===== config.mk =====
export PLATFORM = sky130hd
export DESIGN_NAME = cfg_port
export DESIGN_NICKNAME = d
export VERILOG_FILES = /design/src/rtl/cfg_port_pkg.sv /design/src/rtl/cfg_port_swap.sv /design/src/rtl/cfg_port_regs.sv /design/src/rtl/cfg_port_seq.sv /design/src/rtl/cfg_port.sv
export SDC_FILE = /design/constraint.sdc
export NUM_CORES = 1
export LEC_CHECK = 0
export ABC_AREA = 1
export BUFFER_PORTS_ARGS = -buffer_cell sky130_fd_sc_hd__buf_2
export CORE_MARGIN = 2
export CORE_UTILIZATION = 47
export CTS_CLUSTER_DIAMETER = 60
export DETAILED_ROUTE_END_ITERATION = 10
export GPL_TIMING_DRIVEN = 0
export PLACE_DENSITY = 0.77
export SETUP_SLACK_MARGIN = 0.1
export SLEW_MARGIN = 10
export SYNTH_ARGS = -nofsm -noshare
export SYNTH_HDL_FRONTEND = slang
export SYNTH_SLANG_ARGS = --single-unit

===== constraint.sdc =====
create_clock -name clk -period 2.81 [get_ports clk]
set_input_delay 0.281 -clock clk [delete_from_list [all_inputs] [get_ports clk]]
set_output_delay 0.281 -clock clk [all_outputs]
set_load 0.005 [all_outputs]

===== src/rtl/cfg_port_pkg.sv =====
package cfg_port_pkg;

  localparam int CFG_DW    = 32;
  localparam int CFG_BYTES = CFG_DW / 8;
  localparam int BUS_W     = 8;
  localparam int DEV_W     = 5;
  localparam int FUNC_W    = 3;
  localparam int DREG_W    = 6;

  localparam logic [CFG_DW-1:0] ADDR_KEEP  = 32'h80ff_fffc;
  localparam logic [CFG_DW-1:0] CMD_KEEP   = 32'h0401_fc0f;
  localparam logic [CFG_DW-1:0] CMD_BOOT_L = 32'h0001_0001;
  localparam logic [CFG_DW-1:0] FLOAT_WORD = 32'hffff_ffff;

  typedef enum logic [1:0] {
    SEL_CMD  = 2'd0,
    SEL_ADDR = 2'd1,
    SEL_DATA = 2'd2,
    SEL_RSV  = 2'd3
  } sel_e;

  typedef enum logic [1:0] {
    ST_IDLE = 2'd0,
    ST_REQ  = 2'd1,
    ST_WAIT = 2'd2,
    ST_DONE = 2'd3
  } seq_state_e;

endpackage


===== src/rtl/cfg_port_swap.sv =====
module cfg_port_swap #(
  parameter int BYTES = 4
) (
  input  logic [BYTES*8-1:0] din,
  output logic [BYTES*8-1:0] dout
);
  for (genvar b = 0; b < BYTES; b++) begin : g_lane
    assign dout[b*8 +: 8] = din[(BYTES-1-b)*8 +: 8];
  end
endmodule


===== src/rtl/cfg_port_regs.sv =====
module cfg_port_regs
  import cfg_port_pkg::*;
#(
  parameter bit BOOT_LITTLE = 1'b1
) (
  input  logic              clk,
  input  logic              rst_n,
  input  logic              wr_addr,
  input  logic              wr_cmd,
  input  logic [CFG_DW-1:0] wdata,
  output logic [CFG_DW-1:0] addr_q,
  output logic [CFG_DW-1:0] cmd_q,
  output logic              cfg_en,
  output logic              swap_en,
  output logic [BUS_W-1:0]  f_bus,
  output logic [DEV_W-1:0]  f_dev,
  output logic [FUNC_W-1:0] f_func,
  output logic [DREG_W-1:0] f_reg
);
  localparam logic [CFG_DW-1:0] CMD_RST = BOOT_LITTLE ? CMD_BOOT_L : '0;
  localparam int TGT_LO = 11;
  localparam int TGT_HI = 23;

  logic [CFG_DW-1:0] addr_d, cmd_d;

  always_comb begin
    addr_d = addr_q;
    cmd_d  = cmd_q;
    if (wr_addr) addr_d = wdata & ADDR_KEEP;
    if (wr_cmd)  cmd_d  = wdata & CMD_KEEP;
  end

  always_ff @(posedge clk or negedge rst_n) begin
    if (!rst_n) begin
      addr_q <= '0;
      cmd_q  <= CMD_RST;
    end else begin
      if (wr_addr) addr_q <= addr_d;
      if (wr_cmd)  cmd_q  <= cmd_d;
    end
  end

  assign cfg_en  = addr_q[CFG_DW-1];
  assign swap_en = !cmd_q[0] && (|addr_q[TGT_HI:TGT_LO]);
  assign f_bus   = addr_q[23:16];
  assign f_dev   = addr_q[15:11];
  assign f_func  = addr_q[10:8];
  assign f_reg   = addr_q[7:2];

  a_r3_cmd_hold: assert property (@(posedge clk) disable iff (!rst_n)
    !wr_cmd |=> $stable(cmd_q));
  a_r2_addr_hold: assert property (@(posedge clk) disable iff (!rst_n)
    !wr_addr |=> $stable(addr_q));
endmodule


===== src/rtl/cfg_port_seq.sv =====
module cfg_port_seq
  import cfg_port_pkg::*;
(
  input  logic              clk,
  input  logic              rst_n,
  input  logic              cpu_sel,
  input  logic              cpu_we,
  input  logic [1:0]        cpu_reg,
  input  logic [CFG_DW-1:0] cpu_wdata,
  input  logic [CFG_DW-1:0] cpu_wdata_sw,
  output logic              cpu_done,
  output logic [CFG_DW-1:0] cpu_rdata,
  input  logic [CFG_DW-1:0] addr_q,
  input  logic [CFG_DW-1:0] cmd_q,
  input  logic              cfg_en,
  input  logic              swap_en,
  output logic              wr_addr,
  output logic              wr_cmd,
  output logic              cfg_req_valid,
  input  logic              cfg_req_ready,
  output logic              cfg_req_write,
  output logic [CFG_DW-1:0] cfg_req_wdata,
  input  logic              cfg_rsp_valid,
  input  logic [CFG_DW-1:0] cfg_rsp_rdata,
  input  logic [CFG_DW-1:0] cfg_rsp_rdata_sw
);
  seq_state_e        state_q, state_d;
  logic [CFG_DW-1:0] rdata_q, rdata_d;
  logic              rdata_ld;
  logic              wr_q;
  logic [CFG_DW-1:0] wdata_q, wdata_d;
  logic              accept;
  sel_e              sel;

  assign sel    = sel_e'(cpu_reg);
  assign accept = (state_q == ST_IDLE) && cpu_sel;

  always_comb begin
    state_d  = state_q;
    rdata_d  = rdata_q;
    rdata_ld = 1'b0;
    wr_addr  = 1'b0;
    wr_cmd   = 1'b0;
    wdata_d  = swap_en ? cpu_wdata_sw : cpu_wdata;
    unique case (state_q)
      ST_IDLE: begin
        if (cpu_sel) begin
          rdata_ld = 1'b1;
          state_d  = ST_DONE;
          unique case (sel)
            SEL_CMD: begin
              rdata_d = cmd_q;
              wr_cmd  = cpu_we;
            end
            SEL_ADDR: begin
              rdata_d = addr_q;
              wr_addr = cpu_we;
            end
            SEL_DATA: begin
              rdata_d = FLOAT_WORD;
              if (cfg_en) state_d = ST_REQ;
            end
            default: rdata_d = '0;
          endcase
        end
      end
      ST_REQ: begin
        if (cfg_req_ready) state_d = ST_WAIT;
      end
      ST_WAIT: begin
        if (cfg_rsp_valid) begin
          rdata_ld = 1'b1;
          rdata_d  = swap_en ? cfg_rsp_rdata_sw : cfg_rsp_rdata;
          state_d  = ST_DONE;
        end
      end
      default: state_d = ST_IDLE;
    endcase
  end

  always_ff @(posedge clk or negedge rst_n) begin
    if (!rst_n) begin
      state_q <= ST_IDLE;
      rdata_q <= '0;
      wr_q    <= 1'b0;
      wdata_q <= '0;
    end else begin
      state_q <= state_d;
      if (rdata_ld) rdata_q <= rdata_d;
      if (accept) begin
        wr_q    <= cpu_we;
        wdata_q <= wdata_d;
      end
    end
  end

  assign cpu_done      = (state_q == ST_DONE);
  assign cpu_rdata     = rdata_q;
  assign cfg_req_valid = (state_q == ST_REQ);
  assign cfg_req_write = wr_q;
  assign cfg_req_wdata = wdata_q;

  a_r6_req_hold: assert property (@(posedge clk) disable iff (!rst_n)
    cfg_req_valid && !cfg_req_ready |=>
      cfg_req_valid && $stable(cfg_req_write) && $stable(cfg_req_wdata));
  a_r4_req_needs_en: assert property (@(posedge clk) disable iff (!rst_n)
    cfg_req_valid |-> cfg_en);
  a_r7_done_pulse: assert property (@(posedge clk) disable iff (!rst_n)
    cpu_done |=> !cpu_done);
  a_r7_rsp_after_req: assert property (@(posedge clk) disable iff (!rst_n)
    cfg_rsp_valid |-> state_q == ST_WAIT);
  a_r5_no_req_off: assert property (@(posedge clk) disable iff (!rst_n)
    accept && !cfg_en |=> !cfg_req_valid);
endmodule


===== src/rtl/cfg_port.sv =====
module cfg_port
  import cfg_port_pkg::*;
#(
  parameter bit BOOT_LITTLE = 1'b1
) (
  input  logic              clk,
  input  logic              rst_n,
  input  logic              cpu_sel,
  input  logic              cpu_we,
  input  logic [1:0]        cpu_reg,
  input  logic [CFG_DW-1:0] cpu_wdata,
  output logic              cpu_done,
  output logic [CFG_DW-1:0] cpu_rdata,
  output logic              cfg_req_valid,
  input  logic              cfg_req_ready,
  output logic              cfg_req_write,
  output logic [BUS_W-1:0]  cfg_req_bus,
  output logic [DEV_W-1:0]  cfg_req_dev,
  output logic [FUNC_W-1:0] cfg_req_func,
  output logic [DREG_W-1:0] cfg_req_reg,
  output logic [CFG_DW-1:0] cfg_req_wdata,
  input  logic              cfg_rsp_valid,
  input  logic [CFG_DW-1:0] cfg_rsp_rdata
);
  logic [1:0]        rst_pipe;
  logic              rst_core_n;
  logic [CFG_DW-1:0] addr_q, cmd_q, wdata_sw, rsp_sw;
  logic              cfg_en, swap_en, wr_addr, wr_cmd;

  always_ff @(posedge clk or negedge rst_n) begin
    if (!rst_n) rst_pipe <= '0;
    else        rst_pipe <= {rst_pipe[0], 1'b1};
  end
  assign rst_core_n = rst_pipe[1];

  cfg_port_swap #(.BYTES(CFG_BYTES)) u_swap_wr (.din(cpu_wdata),     .dout(wdata_sw));
  cfg_port_swap #(.BYTES(CFG_BYTES)) u_swap_rd (.din(cfg_rsp_rdata), .dout(rsp_sw));

  cfg_port_regs #(.BOOT_LITTLE(BOOT_LITTLE)) u_regs (
    .clk     (clk),
    .rst_n   (rst_core_n),
    .wr_addr (wr_addr),
    .wr_cmd  (wr_cmd),
    .wdata   (cpu_wdata),
    .addr_q  (addr_q),
    .cmd_q   (cmd_q),
    .cfg_en  (cfg_en),
    .swap_en (swap_en),
    .f_bus   (cfg_req_bus),
    .f_dev   (cfg_req_dev),
    .f_func  (cfg_req_func),
    .f_reg   (cfg_req_reg)
  );

  cfg_port_seq u_seq (
    .clk              (clk),
    .rst_n            (rst_core_n),
    .cpu_sel          (cpu_sel),
    .cpu_we           (cpu_we),
    .cpu_reg          (cpu_reg),
    .cpu_wdata        (cpu_wdata),
    .cpu_wdata_sw     (wdata_sw),
    .cpu_done         (cpu_done),
    .cpu_rdata        (cpu_rdata),
    .addr_q           (addr_q),
    .cmd_q            (cmd_q),
    .cfg_en           (cfg_en),
    .swap_en          (swap_en),
    .wr_addr          (wr_addr),
    .wr_cmd           (wr_cmd),
    .cfg_req_valid    (cfg_req_valid),
    .cfg_req_ready    (cfg_req_ready),
    .cfg_req_write    (cfg_req_write),
    .cfg_req_wdata    (cfg_req_wdata),
    .cfg_rsp_valid    (cfg_rsp_valid),
    .cfg_rsp_rdata    (cfg_rsp_rdata),
    .cfg_rsp_rdata_sw (rsp_sw)
  );

  a_r6_fields_hold: assert property (@(posedge clk) disable iff (!rst_core_n)
    cfg_req_valid && !cfg_req_ready |=>
      $stable(cfg_req_bus) && $stable(cfg_req_dev) &&
      $stable(cfg_req_func) && $stable(cfg_req_reg));
endmodule


==> Word level (Yosys, flattened, before mapping) <==
Cells that the tools add are included.
{ "op_classes": {"reduce_logical": 9, "mux": 21, "n_eq_ne": 8} }
{ "op_table": {"columns": ["op", "count"], "rows": [
  ["$mux 32", 4],
  ["$pmux 32 s3", 1],
  ["$pmux 32 s2", 1],
  ["$reduce_or 13->1", 1],
  ["$mux 2", 5],
  ["$mux 1", 8],
  ["$eq 2x2->1 const B", 3],
  ["$pmux 2 s3", 1],
  ["$eq 2x1->1 const B", 2],
  ["$logic_not 2->1", 2],
  ["$ne 2x2->1 const B", 2],
  ["$reduce_and 4->1", 1],
  ["$reduce_and 3->1", 1],
  ["$logic_and 1x1->1", 2],
  ["$ne 2x1->1 const B", 1],
  ["$pmux 1 s2", 1],
  ["$reduce_bool 2->1", 1],
  ["$logic_not 1->1", 1]
]} }
{ "word_totals": {"in_bits": 72, "ff_bits": 104, "word_cells": 45, "out_inout_bits": 89} }

==> Depth between registers and ports, before layout <==
Gate-level depths: netlist (run 1).
{ "depth": {"depth_word": 5, "depth_mapped": 10, "ltp_nobuf": 9} }

==> Modules after synthesis <==
Synthesis (run 1) repeated with hierarchy kept, for this count alone.
{ "hier_totals": {"hier_cells": 906, "hier_area_um2": 6672.6} }
{ "modules_own_cells": {"columns": ["mod", "seq_area_each_um2", "area_each_um2", "cells_each", "instances"], "rows": [
  ["cfg_port_seq", 1676.6, 4395.5, 701, 1],
  ["cfg_port_regs", 878.3, 1742.9, 138, 1],
  ["cfg_port_swap", 0.0, 240.2, 32, 2],
  ["cfg_port", 50.0, 53.8, 3, 1]
]} }

==> Least setup slack after synthesis (run 1) <==
No wires, ideal clock.
{ "synth_timing": {"kind": "reg2reg", "start": "register u_seq.state_q[0]", "end": "register u_seq.rdata_q[30] (netlist: u_seq.cpu_rdata[30])", "setup_time_ps": 124, "t_arrival_ps": 1474, "slack_ps": 1212, "stages_incl_launch_ff": 11, "required_ps": 2686, "n_path_buf": 3, "synth_period_minus_slack_ps": 1598, "cell_sequence": "dfrtp_1 > inv_1 > ha_1 > buf_6 > nor2_1 > nor2_2 > buf_6 > buf_6 > or2_1 > inv_1 > a21oi_1"} }
{ "synth_between": {"elab_chain_len": 3, "elab_cells_between_ends": 8, "classes_between": "eq/ne: 3; mux: 2; reduce/logical: 3"} }
{ "synth_rtl": {"columns": ["item", "line_no", "text"], "rows": [
  ["start, declared", "cfg_port_seq.sv:27", "seq_state_e state_q, state_d;"],
  ["start signal, assigned", "cfg_port_seq.sv:88", "state_q <= state_d;"],
  ["$eq 2x2->1 / $logic_not 2->1 (equally long branches)", "cfg_port_seq.sv:45", "unique case (state_q)"],
  ["$pmux 1 s2, or another cell as far along", "cfg_port_seq.sv:45", null],
  ["$reduce_and 4->1 (no source line)", null, null],
  ["end signal, assigned", "cfg_port_seq.sv:89", "if (rdata_ld) rdata_q <= rdata_d;"],
  ["end, declared", "cfg_port_seq.sv:28", "logic [CFG_DW-1:0] rdata_q, rdata_d;"]
]} }
Several ways; a longest one is shown, not always the timed one.
A chain may end at the register's enable or synchronous reset.

==> Worst setup path in the final report (run 1) <==
{ "layout_timing": {"start": "register u_seq.state_q[0]", "end": "register u_regs.addr_q[17]"} }
{ "layout_between": {"elab_chain_len": 2} }
{ "layout_rtl": {"columns": ["item", "line_no", "text"], "rows": [
  ["$logic_not 2->1", "cfg_port_seq.sv:45", null],
  ["$mux 1", "cfg_port_seq.sv:45", null],
  ["end signal, assigned", "cfg_port_regs.sv:38", "if (wr_addr) addr_q <= addr_d;"],
  ["end, declared", "cfg_port_regs.sv:11", "output logic [CFG_DW-1:0] addr_q,"]
]} }
Every way passes these cells.

==> results of run 1 <==
[path summary, 6_finish.rpt]
check	end	slack, ns	depth (start not counted)
setup / recovery	u_regs.addr_q[17]	0.80	10
hold / removal	u_seq.cfg_req_wdata[19]	0.18	3
setup reg to reg	u_regs.addr_q[17]	0.80	10
hold reg to reg	rst_pipe[1]	0.36	0
max in group asynchronous	u_regs.cmd_q[0]	1.68	1
min in group asynchronous	rst_pipe[1]	0.23	2
[cells in the final DEF, fill, tap and decap left out, drive strengths merged]
cell type / instances
a21oi: 89
buf: 196
clkbuf: 17
clkinv: 1
clkinvlp: 2
conb: 1
dfrtp: 102
dfstp: 2
dlygate4sd3: 1
ha: 4
inv: 112
nand2: 141
nand3: 77
nor2: 22
o21ai: 74
o22ai: 2
o31ai: 2
or2: 32
[routing by layer]
metal	track usage	wire, µm	up-vias
li1	-	-	2567
met1	0.377	7400	2476
met2	0.422	7320	238
met3	0.0495	1330	22
met4	0.0765	300	0
met5	0	0	-
[layout make-up]
cell class | instances | area, µm²
clock buffers | 11 | 253
clock inverters | 5 | 37.5
fillers | 1110 | 4590
multi-input cells | 444 | 2130
well taps | 143 | 179
repair buffers | 162 | 838
inverters | 110 | 413
flip-flops and latches | 104 | 2610
plain buffers | 41 | 270
[power by group]
group          total (mW)  internal, mW  switching, mW
clock network        1.24         0.655          0.582
logic                3.90          1.64           2.26
registers            2.81          2.26          0.550
total                7.94          4.55           3.40
[metrics by stage]
stage	power (mW)	hold WS [ns]	setup slack [ns]
after global placement	6.56	0.0687	0.427
final	7.94	0.178	0.799
after CTS	7.92	0.176	0.827
after floorplan	5.13	-0.0146	1.07
after global routing	8.57	0.192	0.659
after detailed placement	6.65	0.0684	0.848
[cell families after synthesis]
| family | count (synthesis) |
|---|---|
| adders and majority gates | 4 |
| buffers and inverters | 151 |
| DFF | 104 |
| other | 1 |
| AOI/OAI and AO/OA | 167 |
| and+or+nand+nor | 272 |
[worst max-delay path, delay by kind of cell, from the launching register on]
family / cells / cell delay [ns]
adders and majority gates: 1 / 0.23
AOI/OAI and AO/OA: 1 / 0.08
DFF: 1 / 0.41
buffers and inverters: 4 / 0.64
and+or+nand+nor: 4 / 0.52
[state kept, by name (all words and copies together) (netlist names)]
register	cells
u_regs.cmd_q	12
u_seq.state_q	2
u_seq.cfg_req_write	1
u_seq.cfg_req_wdata	32
u_regs.addr_q	23
rst_pipe	2
u_seq.cpu_rdata	32
[what timing repair did]
action | 4_1_cts | 5_1_grt
hold buffers | 1 | 0
endpoints found under the hold margin | 2 | 0
gates resized for setup | 0 | 0
==> metrics, run 1 <==
global-route wire length before repair=about 26000 µm; 1st-pass router iterations=5; Setup TNS Final=0 ns; effective utilization at floorplan=0.479; maximum number of pins on one net before global-route repair=56; Inserted Diodes=0; clock skew=0.00726 ns; total I/O pin count=about 160; number of clock sinks=around 100; required time at the endpoint of the critical path=around 3.0 ns; Worst setup SP type=flop; share of cells above drive strength 1=0.263; instance count of the mapped netlist=approximately 700; Tcrit/Tclk final=0.716; GRT Util Overall=0.266; leading cell types by total area after synthesis=dfrtp_1 (47%), nand2_1 (9.6%), a21oi_1 (8.2%); Via-to-Cell Ratio=a little over 5; outcome=complete, no violations; Post-Synthesis Net Count=775; number of buffers inserted by port buffering=160; Max Freq=between 0.4 and 0.5 GHz; clock tree root driver cell=clkbuf_16; Die Y-Extent=between 100 and 150 µm; maximum vdd ir drop=between 500 and 600 µV; RR Startpoint=u_seq.state_q[0]; number of buffers created by CTS=9; Post-Synth Simple-Gate Area=0.228; combinational family with the most area after synthesis=simple AND/OR/NAND/NOR gates; nets@finish=around 950; Post-Route Utilization=0.595; Cells after DPL=around 1000; Die X-Extent=between 100 and 150 µm; ordered cell list for the critical path=inv_1 > ha_1 > nand2_2 > inv_2 > nand2_1 > inv_2 > nand3_4 > buf_2 > nand2_1 > o21ai_0; Core Rows=39; post-layout instance count excluding filler cells=around 1000; full die area=approximately 0.012 mm²; number of enable flip-flop cells after synthesis=0; critical path peak fanout=10; total power per unit cell area=1180 mW/mm²; area overhead of the layout relative to synthesis=24.2%; adder and majority gate portion of the synthesized area=0.00923; Synth top area share=0.471; Post-Route WL=around 16000 µm; final setup fails=0; most used standard cells in the synthesized netlist=nand2_1 (138), inv_1 (108), dfrtp_1 (102); number of vias in the routed layout=about 5300; vias in the first global route=a little over 5000; total number of yosys warnings=0; fin area=0.00673 mm²; DRC violations left=0; leakage power=around 3.8 nW; setup repair after global routing missed its margin=no; Clk pin slew, worst setup/hold paths=0.07 ns; worst-skew pair later-pin latency=about 0.35 ns; number of distinct library cells after synthesis=27; max-slew violation total from the final report=0; routability congestion estimate from global placement=approximately 0.85; min-delay worst type=in2reg; core region area=approximately 0.011 mm²; Critical Path Max Stage Delay=just over 0.4 ns; most common cell in the synthesized netlist=nand2_1; Post-Syn Area per Cell=approximately 7.8 µm²; clock tree from TritonCTS=built; postcts setup bufs=0; number of antenna violations at the first check in global routing=0; max-capacitance violation count=0; Slew @ Worst Pin=0.668 ns; Synth Register Bits=104; HPWL after detailed placement=12300 µm; final count of hold timing violations=0; average routed wire per standard cell=roughly 16 µm; post-synthesis mux area share=0; data arrival time of the critical path=2.24 ns; share of flip-flops with an asynchronous set or reset=1.00; fraction of the yosys area taken by sequential cells=0.480; tightest slew margin relative to the limit=0.555; placed inst area=0.00643 mm²; standard cell with the maximum stage delay on the critical path=dfrtp_1; remaining antenna violation count=0; endpoint type of the worst setup path=flop; kind of critical path=reg2reg; minimum clock period after layout=between 2 and 2.5 ns; iteration-0 DRC count of the detailed router=roughly 440; hold_sp=cpu_wdata[11]; clock tree buffer depth=2; level count of the clock H-tree=3; Synth Area in XOR/XNOR=0; flip-flop cell with the highest count after synthesis=dfrtp_1; complex-gate fraction of the synthesized area=0.156; total gr overflow=0; cell taking the most area after synthesis=dfrtp_1; first element of the critical path=u_seq.state_q[0]; netlist area before placement=around 0.0054 mm²
(Power assumes the default switching activity.)
==> run 2: changes to the inputs <==
--- a/config.mk
+++ b/config.mk
@@ -8,11 +8,11 @@
 export ABC_AREA = 1
 export BUFFER_PORTS_ARGS = -buffer_cell sky130_fd_sc_hd__buf_2
 export CORE_MARGIN = 2
-export CORE_UTILIZATION = 47
+export CORE_UTILIZATION = 52
 export CTS_CLUSTER_DIAMETER = 60
 export DETAILED_ROUTE_END_ITERATION = 10
 export GPL_TIMING_DRIVEN = 0
-export PLACE_DENSITY = 0.77
+export PLACE_DENSITY = 0.8
 export SETUP_SLACK_MARGIN = 0.1
 export SLEW_MARGIN = 10
 export SYNTH_ARGS = -nofsm -noshare
==> constraint.sdc (replaced) <==
create_clock -name clk -period 2 [get_ports clk]
set_input_delay 0.2 -clock clk [delete_from_list [all_inputs] [get_ports clk]]
set_output_delay 0.2 -clock clk [all_outputs]
set_load 0.005 [all_outputs]
==> run 2 against run 1 <==
  * Global-route usage rose by 1.4 points
  * Clock skew increased by 0.0074 ns
  * Sequential power is 39% higher
  * Hold slack worse by 0.10 ns
  * Setup slack worse by 0.62 ns
  * Critical path type unchanged
==> metrics, run 2 (synthesized netlist as in run 1, its figures left out) <==
outcome=complete, no violations (unchanged); endpoint type of the worst setup path=flop (unchanged); effective utilization at floorplan=0.530 (was 0.479); maximum number of pins on one net before global-route repair=62 (was 56); Inserted Diodes=0 (unchanged); min-delay worst type=in2reg (unchanged); number of antenna violations at the first check in global routing=0 (unchanged); total gr overflow=0 (unchanged); minimum clock period after layout=1.82 ns (was 2.01 ns); Slew @ Worst Pin=0.786 ns (was 0.668 ns); post-layout instance count excluding filler cells=1017 (was 1020); worst-skew pair later-pin latency=0.37 ns (was 0.35 ns); data arrival time of the critical path=2.08 ns (was 2.24 ns); setup repair after global routing missed its margin=yes (was no); Register Area=0.00261 mm² (unchanged); core region area=0.0102 mm² (was 0.0113 mm²); clock tree buffer depth=2 (unchanged); critical path peak fanout=10 (unchanged); Core Rows=37 (was 39); placed inst area=0.00642 mm² (was 0.00643 mm²); Clk pin slew, worst setup/hold paths=0.10 ns (was 0.07 ns); Die Y-Extent=106 µm (was 111 µm); leading cell types in the layout, fill and taps excluded=buf_2 (173), nand2_1 (137), inv_1 (105), dfrtp_1 (101), a21oi_1 (84) (was buf_2 (175), nand2_1 (138), inv_1 (108), dfrtp_1 (101), a21oi_1 (89)); kind of critical path=reg2reg (unchanged); clock skew=0.0146 ns (was 0.00726 ns); area overhead of the layout relative to synthesis=23.3% (was 24.2%); max-capacitance violation count=0 (unchanged); number of vias in the routed layout=5267 (was 5303); max-slew violation total from the final report=0 (unchanged); Power, Total=10.8 mW (was 7.94 mW); Die X-Extent=106 µm (was 111 µm); full die area=0.0113 mm² (was 0.0124 mm²); 1st-pass router iterations=7 (was 5); iteration-0 DRC count of the detailed router=329 (was 444); # fillers=951 (was 1110); average routed wire per standard cell=15.5 µm (was 16.0 µm); leakage power=3.76 nW (was 3.80 nW); share of cells above drive strength 1=0.278 (was 0.263); number of buffers created by CTS=9 (unchanged); level count of the clock H-tree=3 (unchanged); number of buffers inserted by port buffering=160 (unchanged); multi-input logic area=0.00218 mm² (was 0.00213 mm²); Setup TNS Final=0 ns (unchanged); Cells after DPL=996 (was 1003); clock tree root driver cell=clkbuf_8 (was clkbuf_16); nets@finish=952 (was 948); required time at the endpoint of the critical path=2.26 ns (was 3.04 ns); Via-to-Cell Ratio=5.18 (was 5.20); Tcrit/Tclk final=0.910 (was 0.716); most common cell after layout, fill and taps aside=buf_2 (unchanged); GRT Util Overall=0.279 (was 0.266); maximum vdd ir drop=739 µV (was 538 µV); Worst setup SP type=flop (unchanged); final count of hold timing violations=0 (unchanged); number of clock sinks=104 (unchanged); tightest slew margin relative to the limit=0.476 (was 0.555); total power per unit cell area=1610 mW/mm² (was 1180 mW/mm²); routability congestion estimate from global placement=0.904 (was 0.853); global-route wire length before repair=24700 µm (was 26300 µm); Max Freq=0.550 GHz (was 0.497 GHz); vias in the first global route=4942 (was 5056); Post-Route WL=15700 µm (was 16300 µm); HPWL after detailed placement=11900 µm (was 12300 µm); final setup fails=0 (unchanged); total I/O pin count=161 (unchanged); Hold Worst Slack=0.0741 ns (was 0.178 ns); DRC violations left=0 (unchanged); fin area=0.00669 mm² (was 0.00673 mm²); clock tree from TritonCTS=built (unchanged); remaining antenna violation count=0 (unchanged)
-- run 2: changes by cell type in the layout (fill, tap and decap cells not counted), sizes merged --
cell and delta:
buf +2, clkbuf +2, clkinv -1, clkinvlp +1
-- run 2: final timing paths --
kind	from	endpoint	slack (ns)	cells past startpoint
setup / recovery	u_seq.state_q[0]	u_seq.cpu_rdata[6]	0.18	10
hold / removal	cpu_wdata[13]	u_seq.cfg_req_wdata[21]	0.07	3
setup reg to reg	u_seq.state_q[0]	u_seq.cpu_rdata[6]	0.18	10
hold reg to reg	rst_pipe[0]	rst_pipe[1]	0.37	0
max in group asynchronous	rst_pipe[1]	u_seq.cpu_rdata[8]	0.87	1
min in group asynchronous	rst_n	rst_pipe[1]	0.12	2
-- run 2: cell type report --
class	count	area share
Buffer	41	0.0415
Clock buffer	11	0.0211
Clock inverter	5	0.00599
Inverter	110	0.0621
Multi-Input combinational cell	444	0.325
Sequential cell	104	0.390
Tap cell	136	0.0254
Timing Repair Buffer	166	0.128
-- run 2: power breakdown --
group          switching, mW  internal [mW]  total [mW]
clock                  0.774          0.498        1.27
combinational           3.19           2.40        5.59
sequential             0.750           3.17        3.91
-- run 2: layer usage --
metal	wire length, µm	GRT usage
met5	0	0
met4	233	0.0789
met3	1330	0.0484
met2	7400	0.467
met1	6780	0.376
-- run 2: timing repair --
item	in CTS	in global routing
endpoints found under the setup margin	31	45
hold buffers	1	0
cloned	0	1
setup buffers	0	3
pin swaps	0	1
resized for setup	5	12
endpoints found under the hold margin	2	0
-- run 2: stage by stage --
stage,util,worst slack [ns]
floorplan,-,0.258
global placement,0.625,-0.362
detailed placement,0.627,0.0333
CTS,0.648,0.110
global route,0.654,0.0779
finish,0.654,0.181
-- run 2: worst max-delay path, stage by stage, from the launching register on --
cell and delay [ns]:
dfrtp_1 0.41, inv_2 0.10, ha_2 0.20, buf_6 0.15, nor2_1 0.07, nor2_2 0.13, buf_6 0.16, nand2_4 0.09
buf_6 0.16, a21oi_2 0.15, a21oi_1 0.09
==> run 3: changes to the inputs <==
--- a/config.mk
+++ b/config.mk
@@ -8,11 +8,11 @@
 export ABC_AREA = 1
 export BUFFER_PORTS_ARGS = -buffer_cell sky130_fd_sc_hd__buf_2
 export CORE_MARGIN = 2
-export CORE_UTILIZATION = 52
+export CORE_UTILIZATION = 56
 export CTS_CLUSTER_DIAMETER = 60
 export DETAILED_ROUTE_END_ITERATION = 10
 export GPL_TIMING_DRIVEN = 0
-export PLACE_DENSITY = 0.8
+export PLACE_DENSITY = 0.86
 export SETUP_SLACK_MARGIN = 0.1
 export SLEW_MARGIN = 10
 export SYNTH_ARGS = -nofsm -noshare
==> constraint.sdc (replaced) <==
create_clock -name clk -period 2.3 [get_ports clk]
set_input_delay 0.23 -clock clk [delete_from_list [all_inputs] [get_ports clk]]
set_output_delay 0.23 -clock clk [all_outputs]
set_load 0.005 [all_outputs]
==> run 3 against run 2 <==
  * Power is 14% lower
  * First-iteration DRC count is 21% higher
  * Final cell count is 1.1% lower
  * Combinational power is 14% lower
  * Critical endpoint is now u_regs.cmd_q[12]
  * Clock power is 14% lower
  * Design area is 1.2% lower
  * Sequential share of layout area is 0.48 points higher
  * Routed wire length is 3.8% higher
  * Largest power group unchanged
  * Clock skew is 0.0044 ns higher
  * Critical path depth stayed put
==> metrics, run 3 (synthesized netlist as in run 1, its figures left out) <==
gate family responsible for the most delay along the worst path=buffers and inverters (unchanged); Worst Slack Setup Final=0.235 ns (was 0.181 ns); clock tree from TritonCTS=built (unchanged); outcome=complete, no violations (unchanged); tightest slew margin relative to the limit=0.569 (was 0.476); clock tree buffer depth=2 (unchanged); Inserted Diodes=0 (unchanged); min-delay worst type=in2reg (unchanged); area overhead of the layout relative to synthesis=21.8% (was 23.3%); fraction of met3 tracks used by global routing=0.0520 (was 0.0484); count of buffer and inverter cells on the critical path=4 (unchanged); final setup fails=0 (unchanged); Max Freq=0.484 GHz (was 0.550 GHz); clock skew=0.0191 ns (was 0.0146 ns); core region area=0.00933 mm² (was 0.0102 mm²); Die X-Extent=102 µm (was 106 µm); number of vias in the routed layout=5460 (was 5267); final count of hold timing violations=0 (unchanged); level count of the clock H-tree=3 (unchanged); most common cell after layout, fill and taps aside=buf_2 (unchanged); Die Y-Extent=102 µm (was 106 µm); share of cells above drive strength 1=0.262 (was 0.278); remaining antenna violation count=0 (unchanged); endpoint type of the worst setup path=flop (unchanged); worst-skew pair later-pin latency=0.38 ns (was 0.37 ns); iteration-0 DRC count of the detailed router=398 (was 329); Worst setup SP type=flop (unchanged); HPWL after detailed placement=12500 µm (was 11900 µm); max-capacitance violation count=0 (unchanged); minimum setup slack among reg-to-reg paths=0.24 ns (was 0.18 ns); maximum vdd ir drop=670 µV (was 739 µV); critical path peak fanout=10 (unchanged); ordered cell list for the critical path=inv_1 > ha_1 > nand2_2 > inv_2 > nand2_1 > inv_2 > nand3_2 > buf_2 > nand2_1 > o21ai_1 (was inv_2 > ha_2 > buf_6 > nor2_1 > nor2_2 > buf_6 > nand2_4 > buf_6 > a21oi_2 > a21oi_1); postcts setup bufs=0 (unchanged); data arrival time of the critical path=2.32 ns (was 2.08 ns); total I/O pin count=161 (unchanged); kind of critical path=reg2reg (unchanged); routability congestion estimate from global placement=0.894 (was 0.904); global routing usage on met1=0.422 (was 0.376); gr busiest metal=met2 (unchanged); Post-Route WL=16300 µm (was 15700 µm); max-slew violation total from the final report=0 (unchanged); Tcrit/Tclk final=0.898 (was 0.910); setup repair after global routing missed its margin=no (was yes); leading cell types in the layout, fill and taps excluded=buf_2 (175), nand2_1 (138), inv_1 (108), dfrtp_1 (101), a21oi_1 (89) (was buf_2 (173), nand2_1 (137), inv_1 (105), dfrtp_1 (101), a21oi_1 (84)); 1st-pass router iterations=5 (was 7); leakage power=3.75 nW (was 3.76 nW); total gr overflow=0 (unchanged); Slew @ Worst Pin=0.646 ns (was 0.786 ns); Via-to-Cell Ratio=5.43 (was 5.18); required time at the endpoint of the critical path=2.56 ns (was 2.26 ns); DRC violations left=0 (unchanged); average routed wire per standard cell=16.2 µm (was 15.5 µm); Core Rows=35 (was 37); number of clock sinks=104 (unchanged); Clk pin slew, worst setup/hold paths=0.11 ns (was 0.10 ns); Critical Path Max Stage Delay=0.43 ns (was 0.41 ns); Setup Slack @ Placement=0.299 ns (was 0.0333 ns); minimum clock period after layout=2.06 ns (was 1.82 ns); nets@finish=948 (was 952); clock tree root driver cell=clkbuf_8 (unchanged); maximum number of pins on one net before global-route repair=57 (was 62); total power per unit cell area=1410 mW/mm² (was 1610 mW/mm²); standard cell with the maximum stage delay on the critical path=dfrtp_1 (unchanged); GRT met2 Usage=0.511 (was 0.467); Setup TNS Final=0 ns (unchanged); number of buffers created by CTS=9 (unchanged); number of buffers inserted by port buffering=160 (unchanged); number of antenna violations at the first check in global routing=0 (unchanged); global-route wire length before repair=25100 µm (was 24700 µm); full die area=0.0105 mm² (was 0.0113 mm²); effective utilization at floorplan=0.581 (was 0.530); GRT Util Overall=0.313 (was 0.279); vias in the first global route=5092 (was 4942)
## run 3: path summary, 6_finish.rpt
| path | start | endpoint | cells after the start |
|---|---|---|---|
| min in group asynchronous | rst_n | rst_pipe[0] | 2 |
| hold reg to reg | rst_pipe[1] | u_seq.cfg_req_wdata[31] | 0 |
| hold / removal | cpu_wdata[28] | u_seq.cfg_req_wdata[4] | 3 |
| max in group asynchronous | rst_pipe[1] | u_regs.cmd_q[0] | 1 |
| setup reg to reg | u_seq.state_q[1] | u_regs.cmd_q[12] | 10 |
| setup / recovery | u_seq.state_q[1] | u_regs.cmd_q[12] | 10 |
## run 3: routing by layer
metal,wire (µm),up-vias
li1,-,2558
met1,6800,2553
met2,7660,294
met3,1320,55
met4,550,0
met5,0,-
## run 3: worst min-delay path, cell delays in order
cell	delay, ns
buf_2	0.08
o21ai_0	0.08
nand2_1	0.06
## run 3: metrics by stage
stage,utilization,cells,area (µm²),power [mW],hold slack (ns)
floorplan,-,699,5420,6.27,-0.0656
global placement,0.685,988,6390,7.95,0.0151
detailed placement,0.688,989,6420,8.16,0.0198
CTS,0.708,1006,6610,9.26,0.110
global route,0.708,1006,6610,10.0,0.106
finish,0.708,1006,6610,9.31,0.0987
## run 3: power by group
part           internal, mW  switching (mW)  leakage [nW]
registers              2.75           0.664          1.26
clock network         0.410           0.682        0.0850
logic                  2.00            2.80          2.40
## run 3: area by class of cell
cell class | count | area (µm²)
fill | 797 | 2720
inverter | 110 | 413
timing repair buffer | 162 | 838
clock inverter | 6 | 52.6
clock buffer | 10 | 128
sequential | 104 | 2610
multi-input combinational | 444 | 2130
tap | 129 | 161
buffer | 41 | 270
## run 3: repair_timing
item / in CTS / in global routing
hold buffers: 1 / 0
resized for setup: 0 / 0
endpoints found under the hold margin: 2 / 0
